<file path="config.mk">
export PLATFORM = sky130hd
export DESIGN_NAME = mfc_capture
export DESIGN_NICKNAME = d
export VERILOG_FILES = /design/src/rtl/mfc_pkg.sv /design/src/rtl/mfc_store.sv /design/src/rtl/mfc_ctrl.sv /design/src/rtl/mfc_reader.sv /design/src/rtl/mfc_capture.sv
export SDC_FILE = /design/constraint.sdc
export NUM_CORES = 1
export LEC_CHECK = 0
export ABC_CLOCK_PERIOD_IN_PS = 5500
export BUFFER_PORTS_ARGS = -buffer_cell sky130_fd_sc_hd__buf_2
export CAP_MARGIN = 20
export CORE_UTILIZATION = 65
export CTS_BUF_LIST = sky130_fd_sc_hd__clkbuf_2
export DETAILED_ROUTE_END_ITERATION = 12
export PLACE_DENSITY = 0.86
export RECOVER_POWER = 25
export SYNTH_ARGS = -nofsm -noshare
export SYNTH_HDL_FRONTEND = slang
export SYNTH_SLANG_ARGS = --single-unit
</file>
<file path="constraint.sdc">
create_clock -name clk -period 5.5 [get_ports clk]
set_input_delay 0.55 -clock clk [delete_from_list [all_inputs] [get_ports clk]]
set_output_delay 0.55 -clock clk [all_outputs]
set_load 0.01 [all_outputs]
</file>
<file path="src/rtl/mfc_pkg.sv">
package mfc_pkg;
  typedef enum logic [1:0] {
    MODE_REC  = 2'd0,
    MODE_READ = 2'd1,
    MODE_RST  = 2'd2
  } mode_e;
endpackage

</file>
<file path="src/rtl/mfc_store.sv">
module mfc_store #(
  parameter int PIX_W  = 8,
  parameter int NBUF   = 4,
  parameter int ADDR_W = 4
) (
  input  logic                     clk,
  input  logic                     wr_en,
  input  logic [$clog2(NBUF)-1:0]  wr_buf,
  input  logic [ADDR_W-1:0]        wr_addr,
  input  logic [PIX_W-1:0]         wr_data,
  input  logic [$clog2(NBUF)-1:0]  rd_buf,
  input  logic [ADDR_W-1:0]        rd_addr,
  output logic [PIX_W-1:0]         rd_data
);
  localparam int BUF_W     = $clog2(NBUF);
  localparam int FRAME_PIX = 1 << ADDR_W;

  logic [PIX_W-1:0] bank_rd [NBUF];

  // one bank per ring slot; only the addressed slot takes the write
  for (genvar b = 0; b < NBUF; b++) begin : g_bank
    logic [PIX_W-1:0] cells [FRAME_PIX];
    always_ff @(posedge clk) begin
      if (wr_en && wr_buf == BUF_W'(b)) cells[wr_addr] <= wr_data;
    end
    assign bank_rd[b] = cells[rd_addr];
  end

  assign rd_data = bank_rd[rd_buf];
endmodule

</file>
<file path="src/rtl/mfc_ctrl.sv">
module mfc_ctrl
  import mfc_pkg::*;
#(
  parameter int NBUF       = 4,
  parameter int ADDR_W     = 4,
  parameter int RST_CYCLES = 4
) (
  input  logic                     clk,
  input  logic                     rst_n,
  input  logic                     pix_valid,
  input  logic                     trig,
  input  logic                     rd_done,
  output logic                     pix_ready,
  output logic                     wr_en,
  output logic [$clog2(NBUF)-1:0]  wr_buf,
  output logic [ADDR_W-1:0]        wr_addr,
  output logic                     busy,
  output logic                     sens_rst,
  output logic                     reading,
  output logic [$clog2(NBUF)-1:0]  trig_buf
);
  localparam int BUF_W  = $clog2(NBUF);
  localparam int RCNT_W = $clog2(RST_CYCLES + 1);

  mode_e              mode_q;
  logic [BUF_W-1:0]   wbuf_q, tbuf_q;
  logic [ADDR_W-1:0]  pcnt_q;
  logic [RCNT_W-1:0]  rcnt_q;
  logic               primed_q, busy_q;
  logic               frame_end, trig_take, next_done;

  assign pix_ready = (mode_q == MODE_REC);
  assign wr_en     = pix_ready && pix_valid;
  assign frame_end = wr_en && (pcnt_q == '1);
  assign trig_take = trig && !busy_q && primed_q && (mode_q == MODE_REC);
  // the frame after the trigger frame is the one just closing
  assign next_done = busy_q && (wbuf_q == BUF_W'(tbuf_q + 1'b1));

  always_ff @(posedge clk or negedge rst_n) begin
    if (!rst_n) begin
      mode_q   <= MODE_REC;
      wbuf_q   <= '0;
      tbuf_q   <= '0;
      pcnt_q   <= '0;
      rcnt_q   <= '0;
      primed_q <= 1'b0;
      busy_q   <= 1'b0;
    end else begin
      if (trig_take) begin
        busy_q <= 1'b1;
        tbuf_q <= wbuf_q;
      end
      case (mode_q)
        MODE_REC: begin
          if (frame_end) begin
            pcnt_q   <= '0;
            wbuf_q   <= BUF_W'(wbuf_q + 1'b1);
            primed_q <= 1'b1;
            if (next_done) mode_q <= MODE_READ;
          end else if (wr_en) begin
            pcnt_q <= ADDR_W'(pcnt_q + 1'b1);
          end
        end
        MODE_READ: begin
          if (rd_done) begin
            busy_q   <= 1'b0;
            primed_q <= 1'b0;
            rcnt_q   <= '0;
            mode_q   <= MODE_RST;
          end
        end
        MODE_RST: begin
          if (rcnt_q == RCNT_W'(RST_CYCLES - 1)) begin
            mode_q <= MODE_REC;
            pcnt_q <= '0;
          end else begin
            rcnt_q <= RCNT_W'(rcnt_q + 1'b1);
          end
        end
        default: mode_q <= MODE_REC;
      endcase
    end
  end

  assign wr_buf   = wbuf_q;
  assign wr_addr  = pcnt_q;
  assign busy     = busy_q;
  assign sens_rst = (mode_q == MODE_RST);
  assign reading  = (mode_q == MODE_READ);
  assign trig_buf = tbuf_q;

  // a taken trigger raises busy on the next edge
  a_r5_busy_set: assert property (@(posedge clk) disable iff (!rst_n)
    trig_take |=> busy_q);

  // the selected trigger frame cannot move while busy
  a_r4_tbuf_hold: assert property (@(posedge clk) disable iff (!rst_n)
    (busy_q && $past(busy_q)) |-> $stable(tbuf_q));

  // readout only begins right after a frame closed
  a_r6_freeze_on_frame_end: assert property (@(posedge clk) disable iff (!rst_n)
    ((mode_q == MODE_READ) && $past(mode_q == MODE_REC)) |-> $past(frame_end));

  // no recording and no pending event during sensor reset
  a_r10_rst_quiet: assert property (@(posedge clk) disable iff (!rst_n)
    (mode_q == MODE_RST) |-> (!busy_q && !wr_en));
endmodule

</file>
<file path="src/rtl/mfc_reader.sv">
module mfc_reader #(
  parameter int NBUF   = 4,
  parameter int ADDR_W = 4
) (
  input  logic                     clk,
  input  logic                     rst_n,
  input  logic                     reading,
  input  logic [$clog2(NBUF)-1:0]  trig_buf,
  input  logic                     rd_ready,
  output logic                     rd_valid,
  output logic [$clog2(NBUF)-1:0]  rd_buf,
  output logic [ADDR_W-1:0]        rd_addr,
  output logic [1:0]               rd_frame,
  output logic                     rd_last,
  output logic                     rd_done
);
  localparam int BUF_W = $clog2(NBUF);

  logic [1:0]        fidx_q;
  logic [ADDR_W-1:0] addr_q;
  logic              hs, frame_tail;

  assign rd_valid   = reading;
  assign hs         = rd_valid && rd_ready;
  assign frame_tail = (addr_q == '1);
  assign rd_last    = rd_valid && frame_tail && (fidx_q == 2'd2);
  assign rd_done    = hs && rd_last;

  always_ff @(posedge clk or negedge rst_n) begin
    if (!rst_n) begin
      fidx_q <= '0;
      addr_q <= '0;
    end else if (hs) begin
      addr_q <= ADDR_W'(addr_q + 1'b1);
      if (frame_tail) fidx_q <= (fidx_q == 2'd2) ? 2'd0 : 2'(fidx_q + 1'b1);
    end
  end

  // slot order: previous, trigger, next
  assign rd_buf   = BUF_W'(trig_buf + BUF_W'(fidx_q) - BUF_W'(1));
  assign rd_addr  = addr_q;
  assign rd_frame = fidx_q;

  // stalled read outputs stay put
  a_r8_hold_stable: assert property (@(posedge clk) disable iff (!rst_n)
    (rd_valid && !rd_ready) |=> (rd_valid && $stable(rd_addr) && $stable(rd_frame)));

  // addresses step by one within a frame
  a_r7_addr_step: assert property (@(posedge clk) disable iff (!rst_n)
    (hs && !frame_tail) |=> (rd_addr == ADDR_W'($past(rd_addr) + 1'b1)));
endmodule

</file>
<file path="src/rtl/mfc_capture.sv">
module mfc_capture #(
  parameter int PIX_W      = 8,
  parameter int NBUF       = 4,
  parameter int ADDR_W     = 4,
  parameter int RST_CYCLES = 4
) (
  input  logic              clk,
  input  logic              rst_n,
  input  logic              pix_valid,
  output logic              pix_ready,
  input  logic [PIX_W-1:0]  pix_data,
  input  logic              trig,
  output logic              busy,
  output logic              rd_valid,
  input  logic              rd_ready,
  output logic [PIX_W-1:0]  rd_data,
  output logic [1:0]        rd_frame,
  output logic [ADDR_W-1:0] rd_addr,
  output logic              rd_last,
  output logic              sens_rst
);
  localparam int BUF_W = $clog2(NBUF);

  logic              wr_en, reading, rd_done;
  logic [BUF_W-1:0]  wr_buf, trig_buf, rd_buf;
  logic [ADDR_W-1:0] wr_addr;

  mfc_ctrl #(.NBUF(NBUF), .ADDR_W(ADDR_W), .RST_CYCLES(RST_CYCLES)) u_ctrl (
    .clk(clk), .rst_n(rst_n), .pix_valid(pix_valid), .trig(trig),
    .rd_done(rd_done), .pix_ready(pix_ready), .wr_en(wr_en),
    .wr_buf(wr_buf), .wr_addr(wr_addr), .busy(busy), .sens_rst(sens_rst),
    .reading(reading), .trig_buf(trig_buf)
  );

  mfc_store #(.PIX_W(PIX_W), .NBUF(NBUF), .ADDR_W(ADDR_W)) u_store (
    .clk(clk), .wr_en(wr_en), .wr_buf(wr_buf), .wr_addr(wr_addr),
    .wr_data(pix_data), .rd_buf(rd_buf), .rd_addr(rd_addr), .rd_data(rd_data)
  );

  mfc_reader #(.NBUF(NBUF), .ADDR_W(ADDR_W)) u_reader (
    .clk(clk), .rst_n(rst_n), .reading(reading), .trig_buf(trig_buf),
    .rd_ready(rd_ready), .rd_valid(rd_valid), .rd_buf(rd_buf),
    .rd_addr(rd_addr), .rd_frame(rd_frame), .rd_last(rd_last),
    .rd_done(rd_done)
  );

  // the input is never accepted while the read port is active
  a_r2_no_overlap: assert property (@(posedge clk) disable iff (!rst_n)
    !(pix_ready && rd_valid));
endmodule

</file>
==> results of run 1 <==
==> cell type report <==
class                           count  area [um^2]
Sequential cell                   533        15910
Tap cell                          402        503.0
Multi-Input combinational cell    450         4817
Timing Repair Buffer               65        490.5
Fill cell                        1847         8836
Inverter                           11        41.29
Clock buffer                      173        865.8
Antenna cell                        1        2.502
Clock inverter                     50        252.7
==> flip-flops by register name (all words and copies together), names as in the netlist, 2 cells and up <==
signal	cells
u_ctrl.wr_buf	2
u_ctrl.mode_q	2
u_ctrl.rcnt_q	3
u_ctrl.trig_buf	2
u_reader.rd_frame	2
u_reader.rd_addr	4
u_ctrl.wr_addr	4
u_store.g_bank.cells	512
==> per-layer routing <==
metal | vias up | part of all wire [%]
met5 | - | 0
met4 | 0 | 4.3
met3 | 158 | 11
met2 | 854 | 48
met1 | 5649 | 36
li1 | 4665 | -
==> how the worst min path moves through the flow <==
stage | startpoint | endpoint | depth (start not counted)
floorplan | rst_n | u_ctrl.busy | 0
global placement | u_ctrl.primed_q | u_ctrl.primed_q | 1
detailed placement | u_ctrl.primed_q | u_ctrl.primed_q | 1
CTS | pix_data[1] | u_store.g_bank[1].cells[6][1] | 1
global route | pix_data[5] | u_store.g_bank[1].cells[1][5] | 1
finish | pix_data[5] | u_store.g_bank[1].cells[0][5] | 1
==> metrics by stage <==
step / setup slack, ps / cells / instance area, um^2 / hold WS, ps / total power (uW)
after floorplan: 3015 / 1049 / 21110 / 254.4 / 5666
after global placement: 1520 / 1440 / 21560 / 475.0 / 6138
after detailed placement: 1421 / 1441 / 21570 / 484.4 / 6185
after CTS: 294.4 / 1670 / 22750 / 271.3 / 8589
after global routing: 112.0 / 1685 / 22880 / 342.7 / 8903
final: 225.7 / 1685 / 22880 / 382.1 / 8614
==> synth_stat cells (all sizes together), types with 2 or more instances <==
library cell / n / area, um^2
a211oi: 10 / 75.07
a21o: 4 / 30.03
a21oi: 10 / 50.05
a221oi: 8 / 70.07
a22o: 7 / 61.31
a22oi: 15 / 112.6
a32o: 3 / 30.03
and2: 7 / 43.79
and3: 2 / 12.51
buf: 37 / 281.5
clkbuf: 18 / 71.32
dfrtp: 21 / 525.5
edfxtp: 512 / 15370
ha: 12 / 150.1
inv: 10 / 37.54
mux2: 4 / 45.04
mux2i: 40 / 400.4
mux4: 116 / 2669
nand2: 43 / 161.4
nand2b: 2 / 12.51
nand3: 18 / 90.09
nand3b: 2 / 15.01
nand4: 3 / 18.77
nor2: 75 / 281.5
nor2b: 8 / 50.05
nor3: 8 / 40.04
o2111ai: 3 / 26.28
o21a: 2 / 15.01
o21ai: 21 / 105.1
o221ai: 5 / 43.79
xnor2: 5 / 43.79
xor2: 3 / 26.28
==> power breakdown <==
part | internal [uW] | total [uW] | leakage, uW | switching, uW
clock network | 946 | 2470 | 0.000830 | 1520
registers | 4620 | 4760 | 0.00485 | 140
logic | 516 | 1390 | 0.00168 | 874
==> cells by family (layout without fill, tap and decap cells) <==
kind of cell	Yosys count	after routing	share of synthesized area [%]
DFF	533	533	75.32
xor gates and xnor gates	9	9	0.4445
adders and majority gates	12	12	0.7112
AOI/OAI and AO/OA	98	98	3.337
buffers and inverters	66	299	1.867
muxes	160	160	14.75
other	0	1	0
and+or+nand+nor	171	171	3.574
==> worst max-delay path, stage by stage, from the launching register on <==
cell and delay, ps:
sky130_fd_sc_hd__dfrtp_1 380, sky130_fd_sc_hd__inv_1 70, sky130_fd_sc_hd__ha_1 910, sky130_fd_sc_hd__clkinv_1 990, sky130_fd_sc_hd__mux2i_1 310, sky130_fd_sc_hd__a32o_1 260, sky130_fd_sc_hd__a221oi_1 400, sky130_fd_sc_hd__a21o_1 260
sky130_fd_sc_hd__buf_2 150
==> impl_metrics.ini, run 1 <==
[run_status]
status = finished, violations left
failed_checks = max-capacitance violations, max-slew violations

[timing]
finalHoldViolations = 0
final_max_slew_viol_count = 244
final.setup_skew_ps = 86.19
worst_slew_pin_tran_ps = 2648
maximum_clock_rate_mhz = 189.6
fin_tns_setup_ps = 0
finalSetupViolations = 0
timing.max_slew.rel_slack_pct = -76.50
grt_setup_unrepaired = false
final.period_utilization_pct = 95.90
min_period_ps = 5274

[yosys]
total_of_flip_flops_plus_latches_after_synthesis = 533
post_synth_inst_count = 1049
postSynth.asyncResetShare_pct = 3.940
synthesis.area_per_instance_um2 = 20.13
yosys.cell_types.count = 53
mappedNetlistArea_um2 = 21110
net_count_of_the_mapped_netlist = 1074
synthFlopType = sky130_fd_sc_hd__edfxtp_1
ys_seq_area_share_pct = 75.32
synth-warning-count = 0
synth_enable_flop_cells = 512

[detailed_routing]
routed_wire_length_per_instance_um = 28.12
vias_per_cell = 6.722
first_iter_violations = 1296
postRouteAntennaNets = 0
finalWirelength_um = 47390
number_of_remaining_drc_errors = 0
total_via_count_after_detailed_routing = 11330
drt-pass1-iter-count = 6

[clocking]
clock_sinks = 533
clock_tree.root_cell = sky130_fd_sc_hd__clkbuf_2
ctsLongestPathBuffers = 3
cts_resized = 0
numCtsBuffers = 120
post_cts_buffers = 0
tritoncts = done
h-tree-depth = 3
clk_latency_ps = 1030
holdBufCountCts = 6
clk_pin_slew_ps = 110

[floorplanning]
placement_rows = 65
design.core.area_um2 = 31720
die_height_um = 182.2
die_area_um2 = 33200
start_util_pct = 66.56
die_width_um = 182.2
floorplan.io_pins = 32

[worst_setup_path]
rr_startpoint = u_ctrl.mode_q[0]
r2r.worst_path.cells = 4
critical_path_required_ps = 4950
ff2ff_setup_slack_ps = 2730
worst-setup-path-type = register to output port
setup.worst_path.end = rd_data[6]
crit_start = u_reader.rd_frame[0]
arrival_ps = 4720
reg2reg_to = u_store.g_bank[3].cells[7][6]
worstSetupStartpointType = register
cp_max_fo = 22
worst_setup_path_end_kind = output port

[grt]
grt_start_max_net_pins = 65
via_count_of_the_first_global_routing_pass = 11300
antenna_found_initial = 1
grtUsageMet2_pct = 46.65
grt_met1_usage_pct = 39.50
globalRoute.totalOverflow = 0
globalRoute.busiestLayer = met2
met3_usage_pct = 6.905
wire_length_of_the_first_global_routing_pass_um = 69480
grt.total_usage_pct = 29.32

[placement]
gp_congestion = 0.9273
buffer_ports.inserted = 31
hpwlAfterDp_um = 28610

[cells_and_area]
syn2layout_area_growth_pct = 8.386
most_common_cell_after_layout_fill_and_taps_aside = sky130_fd_sc_hd__edfxtp_1
drive_above_1_share_pct = 25.74
final_core_utilization_pct = 72.14
layout.cells.most_common_list = sky130_fd_sc_hd__edfxtp_1 (512), sky130_fd_sc_hd__clkbuf_2 (173), sky130_fd_sc_hd__mux4_2 (101), sky130_fd_sc_hd__nor2_1 (75), sky130_fd_sc_hd__clkinv_1 (44)
nets = 1206

[pwr]
peakVddDrop_uv = 193.2
total_leakage_power_uw = 0.007366
power-per-cell-area_nw_per_um2 = 376.4

[worst_hold_path]
min_path_type = primary input to register

[run]
max-cap-violations = 5
Note: power is estimated with default switching activity, not from simulation.
==> run 2, diff against run 1 <==
--- a/config.mk
+++ b/config.mk
@@ -15,4 +15,5 @@
 export RECOVER_POWER = 25
 export SYNTH_ARGS = -nofsm -noshare
 export SYNTH_HDL_FRONTEND = slang
+export SYNTH_HIERARCHICAL = 1
 export SYNTH_SLANG_ARGS = --single-unit
==> run 2 against run 1 <==
  * The run still ends with max-capacitance violations, max-slew violations left
  * Sequential power grew 3%
  * Synthesized cell count shrank 4.4%
  * Worst setup slack better by 630 ps
  * Critical path depth down 2
  * Worst hold slack got worse by 15 ps
  * Utilization fell by 0.26 points
  * Global-route usage fell by 0.37 points
  * Synthesized area fell by 0.82%
  * Wire length shrank 3.5%
  * Maximum frequency grew 13%
  * Cell area is 0.62% lower
  * Highest routed layer unchanged
==> impl_metrics.ini, run 2 <==
[yosys]
ys_seq_area_share_pct = 75.94
synthesis.area_per_instance_um2 = 20.87
mappedNetlistArea_um2 = 20940
postSynth.asyncResetShare_pct = 3.940
synth.most_common_cell = sky130_fd_sc_hd__edfxtp_1
yosys.cell_types.count = 50
synth_top_cell_area_share_pct = 73.43
netlist_top_cells_count = sky130_fd_sc_hd__edfxtp_1 (512), sky130_fd_sc_hd__mux4_2 (136), sky130_fd_sc_hd__nor2_1 (87), sky130_fd_sc_hd__clkbuf_1 (23), sky130_fd_sc_hd__dfrtp_1 (21)
yosys-top-cells-area = sky130_fd_sc_hd__edfxtp_1 (73%), sky130_fd_sc_hd__mux4_2 (15%), sky130_fd_sc_hd__dfrtp_1 (2.5%)
synth_enable_flop_cells = 512
synthFlopType = sky130_fd_sc_hd__edfxtp_1
netlist.top_cell.by_area = sky130_fd_sc_hd__edfxtp_1
post_synth_inst_count = 1003
net_count_of_the_mapped_netlist = 1021
synth-warning-count = 6
total_of_flip_flops_plus_latches_after_synthesis = 533

[worst_setup_path]
rr_startpoint = u_ctrl/mode_q[1]
critical_path_required_ps = 4950
path_delay_family = flip-flops
critical_path.cell_chain = buf_12, mux4_2, o22ai_1, o32ai_1, a32o_1, buf_2
arrival_ps = 4100
cp.buffers_inverters = 2
timing.critical_path.slowest_cell_delay_ps = 1030
worst-setup-path-type = register to output port
worst_setup_path_end_kind = output port
crit_start = u_reader/rd_addr[0]
slowest_cp_cell = sky130_fd_sc_hd__dfrtp_4
cp_max_fo = 45
worstSetupStartpointType = register

[cells_and_area]
syn2layout_area_growth_pct = 8.611
regMostFlops = u_store/g_bank.cells
nets = 1149
most_common_cell_after_layout_fill_and_taps_aside = sky130_fd_sc_hd__edfxtp_1
ff_latch_area_um2 = 15910
layout.cells.most_common_list = sky130_fd_sc_hd__edfxtp_1 (512), sky130_fd_sc_hd__clkbuf_2 (188), sky130_fd_sc_hd__mux4_2 (136), sky130_fd_sc_hd__nor2_1 (87)
fillCellCount = 1821
largest_reg_flops = 512
postLayoutCellArea_um2 = 22740
multi_input_area_um2 = 4745
drive_above_1_share_pct = 31.79

[grt]
antenna_found_initial = 2
via_count_of_the_first_global_routing_pass = 11230
wire_length_of_the_first_global_routing_pass_um = 68700
grt.total_usage_pct = 28.95
grt_start_max_net_pins = 65
globalRoute.totalOverflow = 0

[floorplanning]
die_height_um = 181.5
placement_rows = 65
die_area_um2 = 32930
floorplan.io_pins = 32
start_util_pct = 66.18
design.core.area_um2 = 31640
die_width_um = 181.5

[clocking]
h-tree-depth = 3
numCtsBuffers = 120
tritoncts = done
clk_latency_ps = 1020
ctsLongestPathBuffers = 3
clk_pin_slew_ps = 110
post_cts_buffers = 0
clock_sinks = 533
cts_resized = 0
clock_tree.root_cell = sky130_fd_sc_hd__clkbuf_2

[detailed_routing]
number_of_remaining_drc_errors = 0
finalWirelength_um = 45730
first_iter_violations = 1396
routed_wire_length_per_instance_um = 27.98
drt-pass1-iter-count = 8
postRouteAntennaNets = 0
total_via_count_after_detailed_routing = 11010
vias_per_cell = 6.739

[pwr]
power_switching_uw = 2998
pwr-share-seq_pct = 50.3
p_comb_share_pct = 24.5
p_clk_share_pct = 25.2
power-per-cell-area_nw_per_um2 = 426.2
total_leakage_power_uw = 0.007300
switching_share_pct = 30.93
internal_power_uw = 6694
peakVddDrop_uv = 392.5

[worst_hold_path]
min_path_type = primary input to register
min-delay-start = rd_ready

[timing]
final_max_slew_viol_count = 252
grt_setup_unrepaired = false
fin_tns_setup_ps = 0
maximum_clock_rate_mhz = 215.1
finalHoldViolations = 0
timing.max_slew.rel_slack_pct = -117.1
final.period_utilization_pct = 84.51
worst_slew_pin_tran_ps = 3257
min_period_ps = 4648
finalSetupViolations = 0
final.setup_skew_ps = 100.5

[placement]
dpl-instance-area_um2 = 21460
hpwlAfterDp_um = 27250
buffer_ports.inserted = 31
gp_congestion = 0.8863

[run_status]
failed_checks = max-capacitance violations, max-slew violations
status = finished, violations left

[run]
max-cap-violations = 4
run 2: cell count changes after synthesis, moves of 8 or more:
| cell | previous run | this run |
|---|---|---|
| sky130_fd_sc_hd__o22ai_1 | 1 | 17 |
| sky130_fd_sc_hd__mux4_2 | 101 | 136 |
| sky130_fd_sc_hd__nand2_1 | 43 | 18 |
| sky130_fd_sc_hd__mux4_1 | 15 | 0 |
| sky130_fd_sc_hd__o32ai_1 | 0 | 9 |
| sky130_fd_sc_hd__a221oi_1 | 8 | 0 |
| sky130_fd_sc_hd__mux2i_1 | 40 | 14 |
| sky130_fd_sc_hd__a21oi_1 | 10 | 2 |
| sky130_fd_sc_hd__a22oi_1 | 15 | 0 |
| sky130_fd_sc_hd__nor2_1 | 75 | 87 |
| sky130_fd_sc_hd__nor3_1 | 8 | 0 |
run 2: area by class of cell:
cell class / count / share of cell area [%]
inverters: 11 / 0.1816
clock buffers: 188 / 4.138
well taps: 402 / 2.212
clock inverters: 33 / 0.7263
diodes: 2 / 0.02201
multi-input cells: 408 / 20.86
repair buffers: 57 / 1.898
flip-flops and latches: 533 / 69.96
run 2: per-stage QoR:
stage | total power [uW] | worst slack [ps] | hold slack, ps | util, % | std cells
detailed placement | 7299 | 1907 | 480.6 | 67.83 | 1396
floorplan | 6541 | 2685 | 254.4 | - | 1003
global placement | 7222 | 1893 | 454.6 | 67.83 | 1396
CTS | 9711 | 748.0 | 148.7 | 71.49 | 1622
finish | 9692 | 851.9 | 367.6 | 71.88 | 1634
global route | 10080 | 590.8 | 299.1 | 71.87 | 1633
run 2: cell families after synthesis:
family	Yosys count	synth area share, %
DFF	533	75.94
muxes	162	15.94
and+or+nand+nor	160	3.615
AOI/OAI and AO/OA	73	2.468
buffers and inverters	62	1.398
xor gates and xnor gates	8	0.3347
adders and majority gates	5	0.2988
run 2: worst paths after layout:
check	cells after the start	end	slack [ps]
hold reg to reg	2	u_ctrl/primed_q	510
setup / recovery	6	rd_data[7]	850
min in group asynchronous	3	u_ctrl/trig_buf[0]	730
hold / removal	4	u_reader/rd_addr[2]	370
max in group asynchronous	3	u_reader/rd_addr[0]	4100
setup reg to reg	3	u_store/g_bank[3].cells[8][7]	2470
run 2: routing by layer:
| layer | wire length (um) | up-vias | global-route usage, % |
|---|---|---|---|
| met1 | 16900 | 5604 | 40.22 |
| met5 | 0 | - | 0 |
| met4 | 1280 | 0 | 10.61 |
| li1 | - | 4497 | - |
| met2 | 22170 | 796 | 45.35 |
| met3 | 5373 | 114 | 7.461 |
run 2: repair_timing:
action                                  4_1_cts  5_1_grt
endpoints found under the setup margin        0        0
hold buffers                                  5        5
hold endpoints to repair                     36       47
run 2: power groups by stage:
stage / logic (uW) / registers, uW / clock network [uW]
after floorplan: 1770 / 4770 / 0
after global placement: 2270 / 4960 / 0
after detailed placement: 2330 / 4970 / 0
after CTS: 2340 / 4880 / 2490
after global routing: 2480 / 4910 / 2690
final: 2370 / 4880 / 2440
run 2: worst reg2reg max path: stages (launching register included):
cell and delay (ps):
sky130_fd_sc_hd__dfrtp_1 510, sky130_fd_sc_hd__nor3b_2 480, sky130_fd_sc_hd__nand3_1 580, sky130_fd_sc_hd__nor2_1 1050
